File: config.mk
export PLATFORM = sky130hd
export DESIGN_NAME = paged_spi_target
export DESIGN_NICKNAME = d
export VERILOG_FILES = /design/src/rtl/paged_spi_pkg.sv /design/src/rtl/spi_frame_eng.sv /design/src/rtl/paged_regs.sv /design/src/rtl/paged_spi_target.sv
export SDC_FILE = /design/constraint.sdc
export NUM_CORES = 1
export LEC_CHECK = 0
export ABC_AREA = 1
export CAP_MARGIN = 20
export CORE_UTILIZATION = 68
export DETAILED_ROUTE_END_ITERATION = 8
export PLACE_DENSITY = 0.83
export SYNTH_ARGS = -nofsm -noshare
export SYNTH_HDL_FRONTEND = slang
export SYNTH_SLANG_ARGS = --single-unit
File: constraint.sdc
create_clock -name clk -period 5.91 [get_ports clk]
set_clock_uncertainty 0.1 [all_clocks]
set_input_delay 0.8865 -clock clk [delete_from_list [all_inputs] [get_ports clk]]
set_output_delay 0.8865 -clock clk [all_outputs]
set_load 0.02 [all_outputs]
File: src/rtl/paged_spi_pkg.sv
`timescale 1ns/1ps
package paged_spi_pkg;

  typedef enum logic [3:0] {
    RK_NONE, RK_NOOP, RK_PAGE, RK_CONV, RK_RES, RK_DACEN,
    RK_ID, RK_KEY, RK_MEAS, RK_DAC, RK_SET, RK_OFS
  } reg_kind_e;

  localparam logic [15:0] ID_WORD   = 16'h0018;
  localparam logic [15:0] KEY_ARM   = 16'h7293;
  localparam logic [15:0] KEY_FIRE  = 16'h0000;

  localparam logic [7:0] PG_DATA = 8'h00;
  localparam logic [7:0] PG_SET  = 8'h02;
  localparam logic [7:0] PG_OFS  = 8'h0E;

  localparam logic [6:0] BASE_MEAS = 7'h10;
  localparam logic [6:0] BASE_DAC  = 7'h30;
  localparam logic [6:0] BASE_SET  = 7'h10;
  localparam logic [6:0] BASE_OFS  = 7'h10;

  function automatic logic in_window(input logic [6:0] addr, input logic [6:0] base,
                                     input int nch);
    return (int'(addr) >= int'(base)) && (int'(addr) < int'(base) + nch);
  endfunction

  // Page + address -> register kind; addresses below 0x10 ignore the page.
  function automatic reg_kind_e decode_kind(input logic [7:0] page, input logic [6:0] addr,
                                            input int nch);
    reg_kind_e k;
    k = RK_NONE;
    if (addr < 7'h10) begin
      case (addr[3:0])
        4'h0:    k = RK_NOOP;
        4'h1:    k = RK_PAGE;
        4'h2:    k = RK_CONV;
        4'h3:    k = RK_RES;
        4'h4:    k = RK_DACEN;
        4'hC:    k = RK_ID;
        4'hF:    k = RK_KEY;
        default: k = RK_NONE;
      endcase
    end else if (page == PG_DATA && in_window(addr, BASE_MEAS, nch)) begin
      k = RK_MEAS;
    end else if (page == PG_DATA && in_window(addr, BASE_DAC, nch)) begin
      k = RK_DAC;
    end else if (page == PG_SET && in_window(addr, BASE_SET, nch)) begin
      k = RK_SET;
    end else if (page == PG_OFS && in_window(addr, BASE_OFS, nch)) begin
      k = RK_OFS;
    end
    return k;
  endfunction

  function automatic logic kind_is_wide(input reg_kind_e k);
    case (k)
      RK_CONV, RK_ID, RK_KEY, RK_MEAS, RK_DAC, RK_SET: return 1'b1;
      default:                                        return 1'b0;
    endcase
  endfunction

  function automatic logic [6:0] win_offset(input reg_kind_e k, input logic [6:0] addr);
    case (k)
      RK_MEAS: return addr - BASE_MEAS;
      RK_DAC:  return addr - BASE_DAC;
      RK_SET:  return addr - BASE_SET;
      RK_OFS:  return addr - BASE_OFS;
      default: return 7'h00;
    endcase
  endfunction

endpackage

File: src/rtl/spi_frame_eng.sv
`timescale 1ns/1ps
module spi_frame_eng (
  input  logic        clk,
  input  logic        rst_n,
  input  logic        sclk_i,
  input  logic        cs_n_i,
  input  logic        mosi_i,
  input  logic        dec_wide_i,
  input  logic [15:0] rd_word_i,
  output logic [7:0]  cmd_now_o,
  output logic        wr_evt_o,
  output logic [6:0]  wr_addr_o,
  output logic [15:0] wr_data_o,
  output logic        frame_act_o,
  output logic        miso_o
);
  localparam int CMD_BITS  = 8;
  localparam int BYTE_BITS = 8;
  localparam int MAX_BITS  = CMD_BITS + 2 * BYTE_BITS;
  localparam int CW        = $clog2(MAX_BITS + 1);
  localparam logic [CW-1:0] CNT_LAST_CMD = CW'(CMD_BITS - 1);
  localparam logic [CW-1:0] CNT_CMD      = CW'(CMD_BITS);
  localparam logic [CW-1:0] CNT_SHORT    = CW'(CMD_BITS + BYTE_BITS);
  localparam logic [CW-1:0] CNT_LONG     = CW'(MAX_BITS);

  logic [2:0] sclk_s, cs_s;
  logic [1:0] mosi_s;
  logic       sclk_rise, sclk_fall, cs_end;

  logic [CW-1:0] bit_cnt;
  logic [6:0]    cmd_sr, addr_q;
  logic [15:0]   rx_sr, tx_sr;
  logic          is_rd, wide_q, miso_q;
  logic [CW-1:0] frame_bits;

  always_ff @(posedge clk or negedge rst_n) begin
    if (!rst_n) begin
      sclk_s <= '0;
      cs_s   <= '1;
      mosi_s <= '0;
    end else begin
      sclk_s <= {sclk_s[1:0], sclk_i};
      cs_s   <= {cs_s[1:0], cs_n_i};
      mosi_s <= {mosi_s[0], mosi_i};
    end
  end

  assign sclk_rise   = sclk_s[1] & ~sclk_s[2];
  assign sclk_fall   = ~sclk_s[1] & sclk_s[2];
  assign frame_act_o = ~cs_s[1];
  assign cs_end      = cs_s[1] & ~cs_s[2];
  assign frame_bits  = wide_q ? CNT_LONG : CNT_SHORT;
  assign cmd_now_o   = {cmd_sr, mosi_s[1]};

  always_ff @(posedge clk or negedge rst_n) begin
    if (!rst_n) begin
      bit_cnt <= '0;
      cmd_sr  <= '0;
      addr_q  <= '0;
      rx_sr   <= '0;
      tx_sr   <= '0;
      is_rd   <= 1'b0;
      wide_q  <= 1'b0;
      miso_q  <= 1'b0;
    end else if (!frame_act_o) begin
      bit_cnt <= '0;
      is_rd   <= 1'b0;
      miso_q  <= 1'b0;
    end else begin
      if (sclk_rise) begin
        if (bit_cnt < CNT_CMD) cmd_sr <= cmd_now_o[6:0];
        if (bit_cnt == CNT_LAST_CMD) begin
          is_rd  <= cmd_now_o[7];
          addr_q <= cmd_now_o[6:0];
          wide_q <= dec_wide_i;
          tx_sr  <= dec_wide_i ? rd_word_i : {rd_word_i[7:0], 8'h00};
        end
        if (bit_cnt >= CNT_CMD && bit_cnt < frame_bits) rx_sr <= {rx_sr[14:0], mosi_s[1]};
        if (bit_cnt < CNT_LONG) bit_cnt <= bit_cnt + 1'b1;
      end
      if (sclk_fall) begin
        if (is_rd && bit_cnt >= CNT_CMD) begin
          miso_q <= tx_sr[15];
          tx_sr  <= {tx_sr[14:0], 1'b0};
        end else begin
          miso_q <= 1'b0;
        end
      end
    end
  end

  assign wr_evt_o  = cs_end && !is_rd && (bit_cnt >= frame_bits);
  assign wr_addr_o = addr_q;
  assign wr_data_o = wide_q ? rx_sr : {8'h00, rx_sr[7:0]};
  assign miso_o    = miso_q;

endmodule

File: src/rtl/paged_regs.sv
`timescale 1ns/1ps
module paged_regs
  import paged_spi_pkg::*;
#(
  parameter int IDX_W = 2
) (
  input  logic             clk,
  input  logic             rst_n,
  input  logic [6:0]       rd_addr,
  output logic [15:0]      rd_word_o,
  output logic             rd_wide_o,
  input  logic             wr_evt,
  input  logic [6:0]       wr_addr,
  input  logic [15:0]      wr_data,
  input  logic             ld_en,
  input  logic [IDX_W-1:0] ld_idx,
  input  logic [11:0]      ld_val,
  output logic [7:0]       page_o,
  output logic             key_arm_o,
  output logic             soft_rst_o
);
  localparam int NCH = 1 << IDX_W;

  logic [7:0]  page_q, res_q, dacen_q;
  logic [15:0] conv_q;
  logic        key_arm;

  reg_kind_e        wk, rk;
  logic [IDX_W-1:0] wi, ri;
  logic             soft_rst;

  logic [15:0] meas_w [NCH];
  logic [15:0] dac_w  [NCH];
  logic [15:0] set_w  [NCH];
  logic [7:0]  ofs_w  [NCH];

  assign wk = decode_kind(page_q, wr_addr, NCH);
  assign wi = IDX_W'(win_offset(wk, wr_addr));
  assign rk = decode_kind(page_q, rd_addr, NCH);
  assign ri = IDX_W'(win_offset(rk, rd_addr));

  assign soft_rst = wr_evt && (wk == RK_KEY) && key_arm && (wr_data == KEY_FIRE);

  always_ff @(posedge clk or negedge rst_n) begin
    if (!rst_n) begin
      page_q  <= '0;
      res_q   <= '0;
      dacen_q <= '0;
      conv_q  <= '0;
      key_arm <= 1'b0;
    end else if (soft_rst) begin
      page_q  <= '0;
      res_q   <= '0;
      dacen_q <= '0;
      conv_q  <= '0;
      key_arm <= 1'b0;
    end else if (wr_evt) begin
      case (wk)
        RK_PAGE:  page_q  <= wr_data[7:0];
        RK_CONV:  conv_q  <= wr_data;
        RK_RES:   res_q   <= wr_data[7:0];
        RK_DACEN: dacen_q <= wr_data[7:0];
        RK_KEY:   key_arm <= (wr_data == KEY_ARM);
        default:  ;
      endcase
    end
  end

  for (genvar c = 0; c < NCH; c++) begin : g_ch
    logic [11:0] meas_q, dac_q;
    logic [15:0] set_q;
    logic [7:0]  ofs_q;
    logic        hit;

    assign hit = wr_evt && (wi == IDX_W'(c));

    always_ff @(posedge clk or negedge rst_n) begin
      if (!rst_n) begin
        meas_q <= '0;
        dac_q  <= '0;
        set_q  <= '0;
        ofs_q  <= '0;
      end else if (soft_rst) begin
        meas_q <= '0;
        dac_q  <= '0;
        set_q  <= '0;
        ofs_q  <= '0;
      end else begin
        if (ld_en && ld_idx == IDX_W'(c)) meas_q <= ld_val;
        if (hit) begin
          case (wk)
            RK_DAC:  dac_q <= wr_data[15:4];
            RK_SET:  set_q <= wr_data;
            RK_OFS:  ofs_q <= wr_data[7:0];
            default: ;
          endcase
        end
      end
    end

    assign meas_w[c] = {meas_q, 4'h0};
    assign dac_w[c]  = {dac_q, 4'h0};
    assign set_w[c]  = set_q;
    assign ofs_w[c]  = ofs_q;
  end

  always_comb begin
    case (rk)
      RK_PAGE:  rd_word_o = {8'h00, page_q};
      RK_CONV:  rd_word_o = conv_q;
      RK_RES:   rd_word_o = {8'h00, res_q};
      RK_DACEN: rd_word_o = {8'h00, dacen_q};
      RK_ID:    rd_word_o = ID_WORD;
      RK_MEAS:  rd_word_o = meas_w[ri];
      RK_DAC:   rd_word_o = dac_w[ri];
      RK_SET:   rd_word_o = set_w[ri];
      RK_OFS:   rd_word_o = {8'h00, ofs_w[ri]};
      default:  rd_word_o = 16'h0000;
    endcase
  end

  assign rd_wide_o  = kind_is_wide(rk);
  assign page_o     = page_q;
  assign key_arm_o  = key_arm;
  assign soft_rst_o = soft_rst;

endmodule

File: src/rtl/paged_spi_target.sv
`timescale 1ns/1ps
module paged_spi_target #(
  parameter int CH_IDX_W = 2
) (
  input  logic                clk,
  input  logic                rst_n,
  input  logic                spi_sclk,
  input  logic                spi_cs_n,
  input  logic                spi_mosi,
  output logic                spi_miso,
  input  logic                ld_en,
  input  logic [CH_IDX_W-1:0] ld_idx,
  input  logic [11:0]         ld_val
);
  logic [7:0]  cmd_now;
  logic        wr_evt;
  logic [6:0]  wr_addr;
  logic [15:0] wr_data;
  logic        frame_act;
  logic [15:0] rd_word;
  logic        rd_wide;
  logic [7:0]  cur_page;
  logic        key_armed;
  logic        soft_rst;

  spi_frame_eng u_eng (
    .clk         (clk),
    .rst_n       (rst_n),
    .sclk_i      (spi_sclk),
    .cs_n_i      (spi_cs_n),
    .mosi_i      (spi_mosi),
    .dec_wide_i  (rd_wide),
    .rd_word_i   (rd_word),
    .cmd_now_o   (cmd_now),
    .wr_evt_o    (wr_evt),
    .wr_addr_o   (wr_addr),
    .wr_data_o   (wr_data),
    .frame_act_o (frame_act),
    .miso_o      (spi_miso)
  );

  paged_regs #(.IDX_W(CH_IDX_W)) u_regs (
    .clk        (clk),
    .rst_n      (rst_n),
    .rd_addr    (cmd_now[6:0]),
    .rd_word_o  (rd_word),
    .rd_wide_o  (rd_wide),
    .wr_evt     (wr_evt),
    .wr_addr    (wr_addr),
    .wr_data    (wr_data),
    .ld_en      (ld_en),
    .ld_idx     (ld_idx),
    .ld_val     (ld_val),
    .page_o     (cur_page),
    .key_arm_o  (key_armed),
    .soft_rst_o (soft_rst)
  );

endmodule

==> out/metrics.csv, run 1 <==
metric,value,unit
initial antenna violation count,0,
RSZ-0062 raised after global routing,no,
clock sink count,295,
total power,0.00464,W
crit-path max FO,32,
worst r2r path cells,8,
Syn-to-layout area delta,9.16,%
FILL cells,1449,
DRC,0,
largest net degree at the start of global routing,121,
Total Neg Setup Slack,0,ns
die area,21500,um2
root buffer cell,clkbuf_16,
CTS tree,done,
Comb pwr share,11.4,%
cells after synthesis,1815,
worst-margin pin slew,1.06,ns
Vias/cell,5.99,
Peak VDD IR,297,uV
"top cells by area, synth","dfrtp_1 51%, nand2_1 15%, o21ai_0 12%",
MaxCap Viol Count,0,
sw frac,27.0,%
Psw,0.00125,W
I/O pin total,21,
sequential share of power,46.1,%
Power Dens Cells,299,nW/um2
wire per inst,17.9,um
Worst Path Arrival,4.38,ns
setup ws final,1.90,ns
hpwl dp,23300,um
Synth async-reset ratio,100,%
Rel. slew slack,29.2,%
Tot GR Track Use,35.6,%
CP peak stage delay,0.85,ns
Worst EP required,6.28,ns
yosys warns,0,
Max Freq,250,MHz
antenna-violating nets left,0,
Detailed Routing Iterations Pass 1,5,
dpl cell area,14500,um2
kind of critical path,reg -> reg,
initial core utilization,69.8,%
CP Cell Sequence,inv_1 -> a2111oi_4 -> nand2_1 -> nor2_2 -> nand2_4 -> nand2_1 -> nand2_1 -> o21ai_0,
CP top delay family,simple AND/OR/NAND/NOR gates,
Clock Latency Late Sink,0.58,ns
Placement Rows,52,
cell internal pwr,0.00339,W
area of the mapped netlist,14200,um2
CTS Hold Bufs,0,
leakage,7.60,nW
Num CTS Buffers,31,
Final Hold Fails,0,
"CTS clk-pin slew, worst paths",0.06,ns
vias in the first global route,11900,
"Primary FF master, synth",dfrtp_1,
R2R Path Start,u_eng.cs_s[1],
Synth cell types,43,
critical path buffer and inverter count,1,
critical path launch point type,flip-flop,
"Slowest-stage cell, CP",dfstp_2,
r2r setup slk,1.90,ns
"EDFF count, synth",0,
syn_nets,1838,
first-pass GRT wire length,60900,um
total number of vias,12400,
DRT iter0 DRCs,1331,
crit end category,flip-flop,
CTS resizes,0,
Max H-tree Level,1,
nets,1806,
Final GP Congestion,0.963,
ANT cells,0,
Post-CTS Setup Bufs,0,
area of the core,20400,um2
Mapped Avg Cell Area,7.83,um2
layout cells sized above 1,5.48,%
WHS,0.264,ns
status,"finished, final reports clean",
DP Worst Slack,2.01,ns
total grt overflow,0,
final WL,37200,um
reg2reg end,u_regs.g_ch[0].set_q[12],
clock power share,42.4,%
sequential element share of the synthesized area,52.0,%
"area leader, netlist",dfrtp_1,
HP Class,in -> async,
fin area,15500,um2
Synth top area share,51.4,%
max-slew violations,0,
fin crit period,4.01,ns
die width,147,um
IO Port Bufs,20,
synthesized flop and latch total,295,
Most common cell on crit path,nand2_1,
setup violators final,0,
crit share post-route,67.8,%
buffer depth of the longest clock path,3,
die span in y,147,um
-- metrics by stage --
step,instances,utilization (%)
after floorplan,1815,-
after global placement,2019,71.0
after detailed placement,2019,71.0
after CTS,2077,76.0
after global routing,2078,76.2
final,2078,76.2
-- cells in the mapped netlist (all sizes together), types with 10 or more instances --
library cell,instances
nand4,12
inv,143
clkbuf,57
nor3,12
o2111ai,10
dfrtp,292
o21ai,340
or2,10
nor2,154
buf,41
nand3,59
nand2,589
a21oi,22
o211ai,35
-- sequential cells by signal (all words and copies together) (netlist names) --
register	flops
u_regs.g_ch.meas_q	48
u_regs.conv_q	16
u_eng.sclk_s	3
u_regs.key_arm_o	1
u_regs.g_ch.ofs_q	32
u_regs.g_ch.dac_q	48
u_regs.page_o	8
u_eng.miso_o	1
u_eng.cmd_sr	7
u_eng.is_rd	1
u_eng.wr_addr_o	7
u_regs.dacen_q	8
u_eng.cs_s	3
u_eng.rx_sr	16
u_eng.bit_cnt	5
u_eng.tx_sr	16
u_regs.res_q	8
u_regs.g_ch.set_q	64
u_eng.mosi_s	2
u_eng.wide_q	1
-- worst register-to-register path, stage by stage, from the launching register on --
cell and delay [ns]:
dfstp_2 0.85, inv_1 0.39, a2111oi_4 0.71, nand2_1 0.14, nor2_2 0.20, nand2_4 0.20, nand2_1 0.22, nand2_1 0.64
o21ai_0 0.46
-- cell usage in the layout, fill, tap and decap left out, types with 3 or more instances in the layout --
cell type        instances
clkbuf_1                11
o2111ai_1               10
bufinv_16                3
nor4_1                   3
buf_4                    9
inv_1                  141
nand3_1                 58
o22ai_1                  8
o21ai_2                  4
a21oi_1                 21
nor2_1                 150
o211ai_1                35
clkbuf_8                 4
nand3b_1                 8
or2_2                    9
nand2_1                582
dfrtp_1                291
dfstp_2                  3
buf_12                   3
clkdlybuf4s50_1         19
o21ai_0                327
o21ai_1                  9
nand2_4                  6
ha_1                     3
clkbuf_16               31
nor3_1                  11
clkinv_2                 6
nand4_1                 12
nor2_2                   4
-- worst max path at each step --
| stage | endpoint | cells past startpoint | startpoint |
|---|---|---|---|
| 6_report | u_regs.g_ch[0].set_q[12] | 8 | u_eng.cs_s[1] |
| 5_1_grt | u_regs.g_ch[1].set_q[15] | 9 | u_eng.cs_s[1] |
| 4_1_cts | u_regs.g_ch[3].set_q[2] | 8 | u_eng.cs_s[1] |
| 2_1_floorplan | u_regs.g_ch[2].dac_q[5] | 12 | u_eng.cs_s[1] |
| 3_5_place_dp | u_regs.g_ch[3].set_q[1] | 8 | u_eng.cs_s[1] |
| 3_3_place_gp | u_regs.g_ch[2].set_q[2] | 8 | u_eng.cs_s[1] |
-- metal layers --
layer	vias up	track usage, %	share of wire [%]
li1	5824	-	-
met1	5959	48.3	41
met2	554	56.9	47
met3	106	6.28	8.5
met4	0	15.1	4.2
met5	-	0	0
-- final cells by class --
type | count | area [um2] | area share (%)
Multi-Input combinational cell | 1278 | 5850 | 37.7
Clock buffer | 46 | 872 | 5.62
Timing Repair Buffer | 33 | 360 | 2.32
Clock inverter | 12 | 155 | 1.00
Tap cell | 270 | 338 | 2.18
Sequential cell | 295 | 7390 | 47.6
Inverter | 144 | 543 | 3.50
-- power by group through the flow --
stage / Combinational [W] / Sequential (W) / Clock, W
after floorplan: 0.000354 / 0.00215 / 0
after global placement: 0.000508 / 0.00217 / 0
after detailed placement: 0.000518 / 0.00217 / 0
after CTS: 0.000524 / 0.00214 / 0.00198
after global routing: 0.000590 / 0.00215 / 0.00206
final: 0.000532 / 0.00214 / 0.00197
-- kinds of logic after synthesis --
kind of cell	count (synthesis)	synth area share, %
and+or+nand+nor	848	24.1
adders and majority gates	3	0.264
AOI/OAI and AO/OA	425	16.6
DFF	295	52.0
buffers and inverters	242	6.91
xor gates and xnor gates	1	0.0617
muxes	1	0.0792
(Power assumes the default switching activity.)
==> run 2: changes to the inputs <==
--- a/config.mk
+++ b/config.mk
@@ -7,9 +7,9 @@
 export LEC_CHECK = 0
 export ABC_AREA = 1
 export CAP_MARGIN = 20
-export CORE_UTILIZATION = 68
+export CORE_UTILIZATION = 57
 export DETAILED_ROUTE_END_ITERATION = 8
-export PLACE_DENSITY = 0.83
+export PLACE_DENSITY = 0.73
 export SYNTH_ARGS = -nofsm -noshare
 export SYNTH_HDL_FRONTEND = slang
 export SYNTH_SLANG_ARGS = --single-unit
==> constraint.sdc (replaced) <==
create_clock -name clk -period 3.3 [get_ports clk]
set_clock_uncertainty 0.1 [all_clocks]
set_input_delay 0.495 -clock clk [delete_from_list [all_inputs] [get_ports clk]]
set_output_delay 0.495 -clock clk [all_outputs]
set_load 0.02 [all_outputs]
==> out/metrics.csv, run 2 (synthesis results as in run 1) <==
metric,value,unit,change
RSZ-0062 raised after global routing,no,,
nets,1839,,+1.8%
"most common cell after layout, fill and taps aside",nand2_1,,
crit share post-route,91.5,%,+24 points
R2R Path Start,u_eng.wr_addr_o[0],,
antenna-violating nets left,0,,unchanged
I/O pin total,21,,unchanged
worst-margin pin slew,1.13,ns,+0.0757 ns
setup violators final,0,,unchanged
HP Class,reg -> reg,,
die area,25600,um2,+19%
Placement Rows,57,,+9.6%
layout cells sized above 1,7.33,%,+1.9 points
crit-path max FO,16,,-50%
CP top delay family,compound AO/OA/AOI/OAI gates,,
Power Dens Cells,529,nW/um2,+77%
crit end category,flip-flop,,
initial antenna violation count,0,,unchanged
area of the multi-input gates,5860,um2,about the same
biggest regs,"u_regs.g_ch.set_q: 64 flops, u_regs.g_ch.dac_q: 48 flops, u_regs.g_ch.meas_q: 48 flops",,
buffer depth of the longest clock path,3,,unchanged
Syn-to-layout area delta,12.5,%,
critical path buffer and inverter count,3,,+2
Biggest register,u_regs.g_ch.set_q,,
"CTS clk-pin slew, worst paths",0.06,ns,about the same
vias in the first global route,11500,,-3.2%
"Slowest-stage cell, CP",o21ai_1,,
kind of critical path,reg -> reg,,
Worst EP required,3.60,ns,-2.68 ns
CP Cell Sequence,xor2_1 -> inv_1 -> o21ai_1 -> nor2_1 -> nor2_1 -> inv_1 -> nand2_1 -> nor2_2 -> nand2_4 -> inv_4 -> o21ai_1 -> o21ai_0,,
first-pass GRT wire length,61400,um,+0.80%
hpwl dp,24500,um,+5.3%
DP Worst Slack,0.359,ns,-1.65 ns
initial core utilization,58.3,%,-12 points
Max H-tree Level,1,,unchanged
root buffer cell,clkbuf_16,,
Detailed Routing Iterations Pass 1,5,,unchanged
Tot GR Track Use,30.1,%,-5.6 points
Num CTS Buffers,31,,unchanged
DRT iter0 DRCs,1201,,-9.8%
hold_sp,u_eng.cs_s[0],,
die span in y,160,um,+9.1%
status,"finished, final reports clean",,
total number of vias,12200,,-1.8%
wire per inst,17.2,um,-4.0%
Clock Latency Late Sink,0.57,ns,about the same
Largest register FFs,64,,unchanged
CP peak stage delay,0.87,ns,+0.02 ns
max-slew violations,0,,unchanged
Max Freq,331,MHz,+33%
Vias/cell,5.64,,-5.8%
die width,160,um,+9.1%
IO Port Bufs,20,,unchanged
fin crit period,3.02,ns,-0.986 ns
FF+latch area,7390,um2,unchanged
leakage,7.82,nW,+2.9%
MaxCap Viol Count,0,,unchanged
clock sink count,295,,unchanged
total grt overflow,0,,unchanged
Final GP Congestion,0.999,,+3.8%
ANT cells,0,,unchanged
CTS tree,done,,
Final Hold Fails,0,,unchanged
FILL cells,2080,,+44%
"commonest cells after routing, fill and taps aside","582 x nand2_1, 327 x o21ai_0, 291 x dfrtp_1",,
Rel. slew slack,23.9,%,-5.4 points
Total Neg Setup Slack,0,ns,unchanged
critical path launch point type,flip-flop,,
Setup crit start,u_eng.wr_addr_o[0],,
final WL,37200,um,about the same
largest net degree at the start of global routing,92,,-24%
Worst Path Arrival,3.32,ns,-1.06 ns
DRC,0,,unchanged
Peak VDD IR,458,uV,+54%
area of the core,24400,um2,+20%
setup ws final,0.281,ns,-1.62 ns
[run 2: cell types whose count changed in the layout (fill, tap and decap cells not counted), moves of 4 or more]
cell / change
clkbuf_1: -4
buf_12: +9
buf_4: +23
clkbuf_8: +9
clkinv_2: -4
[run 2: path summary, 6_finish.rpt]
path / end / cells past startpoint / slack, ns
min: u_eng.cs_s[1] / 0 / 0.26
max reg2reg: u_regs.res_q[1] / 12 / 0.28
min reg2reg: u_eng.cs_s[1] / 0 / 0.26
min in group asynchronous: u_eng.wr_addr_o[4] / 2 / 0.46
max: u_regs.res_q[1] / 12 / 0.28
max in group asynchronous: u_eng.cs_s[0] / 3 / 1.70
[run 2: power breakdown]
group	switching, W	leakage (nW)	internal (W)
Clock	0.00145	0.525	0.00217
Combinational	0.000713	3.27	0.000300
Sequential	0.0000749	4.02	0.00374
Total	0.00224	7.82	0.00621
[run 2: repair_timing]
item / 4_1_cts / 5_1_grt
hold buffers: 1 / 0
buffers inserted: 0 / 0
gates resized for setup: 0 / 1
setup endpoints to repair: 0 / 1
endpoints found under the hold margin: 84 / 0
[run 2: per-layer routing]
metal	up-vias	part of all wire (%)	GRT usage, %
met5	-	0	0
met4	0	2.8	10.0
met3	65	6.3	4.13
met2	369	47	48.6
met1	5894	44	42.2
li1	5887	-	-
[run 2: per-stage QoR]
step           hold slack, ns  utilization (%)  area (um2)  total power [W]  instances
2_1_floorplan          0.0994                -       14200          0.00449       1815
3_3_place_gp            0.247             61.0       14900          0.00485       2104
3_5_place_dp            0.247             61.0       14900          0.00487       2105
4_1_cts                 0.254             65.4       16000          0.00848       2164
5_1_grt                 0.263             65.5       16000          0.00877       2165
6_report                0.255             65.5       16000          0.00845       2165
[run 2: cell type report]
class	instances	share of cell area, %
repair buffers	66	4.45
flip-flops and latches	295	46.2
well taps	324	2.54
inverters	144	3.40
multi-input cells	1278	36.7
clock inverters	7	0.587
clock buffers	51	6.14
==> run 3: changes to the inputs <==
--- a/config.mk
+++ b/config.mk
@@ -7,9 +7,9 @@
 export LEC_CHECK = 0
 export ABC_AREA = 1
 export CAP_MARGIN = 20
-export CORE_UTILIZATION = 57
+export CORE_UTILIZATION = 35
 export DETAILED_ROUTE_END_ITERATION = 8
-export PLACE_DENSITY = 0.73
+export PLACE_DENSITY = 0.48
 export SYNTH_ARGS = -nofsm -noshare
 export SYNTH_HDL_FRONTEND = slang
 export SYNTH_SLANG_ARGS = --single-unit
==> out/metrics.csv, run 3 (synthesis results as in run 1) <==
metric,value,unit,change
Total Neg Setup Slack,0,ns,unchanged
"commonest cells after routing, fill and taps aside","581 x nand2_1, 326 x o21ai_0, 291 x dfrtp_1",,
DRT iter0 DRCs,943,,-21%
die span in y,203,um,+27%
r2r setup slk,0.34,ns,+0.06 ns
I/O pin total,21,,unchanged
Final Hold Fails,0,,unchanged
Clock Latency Late Sink,0.53,ns,-0.04 ns
Placement Rows,73,,+28%
Hold Path Depth,0,,unchanged
Peak VDD IR,322,uV,-30%
Vias/cell,4.97,,-12%
total grt overflow,0,,unchanged
buffer depth of the longest clock path,3,,unchanged
Syn-to-layout area delta,14.6,%,
CP Cell Sequence,nor2_2 -> nand2_1 -> nor2_2 -> nand2_1 -> nand3_1 -> nand2_1 -> nor2_1 -> nand2_1 -> o22ai_1 -> nor2_1 -> nand3_1 -> nand2_1 -> nand2_1 -> nand2_1 -> nand2_1 -> nand2_1 -> nand2_1,,
biggest regs,"u_regs.g_ch.set_q: 64 flops, u_regs.g_ch.dac_q: 48 flops, u_regs.g_ch.meas_q: 48 flops",,
layout cells sized above 1,7.53,%,+0.19 points
Tot GR Track Use,21.0,%,-9.0 points
critical path buffer and inverter count,0,,-3
Biggest register,u_regs.g_ch.set_q,,
RSZ-0062 raised after global routing,no,,
DRC,0,,unchanged
max-slew violations,0,,unchanged
CP peak stage delay,0.44,ns,-0.43 ns
hpwl dp,27400,um,+12%
wire per inst,17.7,um,+2.7%
crit end category,flip-flop,,
status,"finished, final reports clean",,
"CTS clk-pin slew, worst paths",0.06,ns,about the same
critical path launch point type,flip-flop,,
nets,1845,,+0.33%
crit-path max FO,9,,-7
setup violators final,0,,unchanged
CP top delay family,simple AND/OR/NAND/NOR gates,,
Power Dens Cells,539,nW/um2,+2.0%
Largest register FFs,64,,unchanged
final WL,41900,um,+13%
Detailed Routing Iterations Pass 1,5,,unchanged
FILL cells,4092,,+97%
worst-margin pin slew,0.905,ns,-0.229 ns
total number of vias,11800,,-3.6%
CTS tree,done,,
met3 WL,1710,um,-27%
Worst EP required,3.67,ns,+0.07 ns
Max H-tree Level,2,,+1
kind of critical path,reg -> reg,,
HP Class,reg -> reg,,
antenna-violating nets left,0,,unchanged
R2R Path Start,u_eng.cmd_sr[1],,
IO Port Bufs,20,,unchanged
Num CTS Buffers,36,,+16%
root buffer cell,clkbuf_16,,
leakage,7.85,nW,+0.35%
fin crit period,2.96,ns,-0.0590 ns
hold endpoint,u_eng.sclk_s[1],,
die area,41400,um2,+62%
total power,0.00878,W,+3.9%
worst r2r path cells,17,,+5
MaxCap Viol Count,0,,unchanged
vias in the first global route,11500,,-0.026%
reg2reg end,u_eng.tx_sr[10],,
Most common cell on crit path,nand2_1,,
die width,203,um,+27%
first-pass GRT wire length,67300,um,+9.7%
initial core utilization,35.6,%,-23 points
largest net degree at the start of global routing,71,,-23%
crit share post-route,89.7,%,-1.8 points
Max Freq,338,MHz,+2.0%
highest routed layer,met4,,
Worst Path Arrival,3.33,ns,about the same
initial antenna violation count,0,,unchanged
wire length on met1,20500,um,+24%
hold_sp,u_eng.sclk_s[0],,
"Slowest-stage cell, CP",dfrtp_1,,
ANT cells,0,,unchanged
area of the core,39900,um2,+64%
met2 wire length,18800,um,+8.1%
clock sink count,295,,unchanged
"most common cell after layout, fill and taps aside",nand2_1,,
Final GP Congestion,0.818,,-18%
Rel. slew slack,39.2,%,+15 points
## run 3: changes by cell type in the layout (fill, tap and decap cells not counted), sizes merged
cell / change
clkbuf: +6
clkinvlp: -2
buf: +1
bufinv: -1
clkinv: +1
inv: +1
## run 3: layer usage
layer / GRT usage (%) / vias to the layer above
met5: 0 / -
met4: 5.88 / 0
met3: 2.97 / 50
met2: 32.9 / 218
met1: 30.3 / 5590
li1: - / 5922
## run 3: metrics by stage
stage	cell area (um2)	hold WS, ns	utilization (%)	worst slack (ns)	std cells
finish	16300	0.247	40.8	0.340	2372
global route	16300	0.258	40.8	0.00690	2372
CTS	16300	0.249	40.7	0.0928	2372
detailed placement	15100	0.236	37.8	0.119	2308
global placement	15100	0.235	37.8	0.136	2308
floorplan	14200	0.0994	-	0.822	1815
## run 3: worst max-delay path by stage
stage | startpoint | endpoint | cells past startpoint
after floorplan | u_eng.cs_s[1] | u_regs.g_ch[2].dac_q[5] | 12
final | u_eng.cmd_sr[1] | u_eng.tx_sr[10] | 17
after detailed placement | u_eng.cmd_sr[1] | u_eng.tx_sr[13] | 18
after global placement | u_eng.cmd_sr[1] | u_eng.tx_sr[13] | 18
after global routing | u_eng.cmd_sr[1] | u_eng.tx_sr[7] | 13
after CTS | u_eng.cmd_sr[1] | u_eng.tx_sr[13] | 18
## run 3: final cells by class
cell class	instances	area (um2)	share of cell area [%]
inverters	144	543	3.34
repair buffers	67	661	4.06
well taps	525	657	4.04
clock buffers	57	1090	6.70
flip-flops and latches	295	7390	45.4
clock inverters	6	66.3	0.407
multi-input cells	1278	5870	36.1
## run 3: what timing repair did
action	4_1_cts	5_1_grt
hold buffers	1	0
endpoints found under the setup margin	0	14
endpoints found under the hold margin	55	0
resized for setup	0	4
buffers inserted	0	0
## run 3: report_power, final
group	internal, W	switching (W)
Clock	0.00234	0.00155
Sequential	0.00374	0.0000723
Combinational	0.000324	0.000751
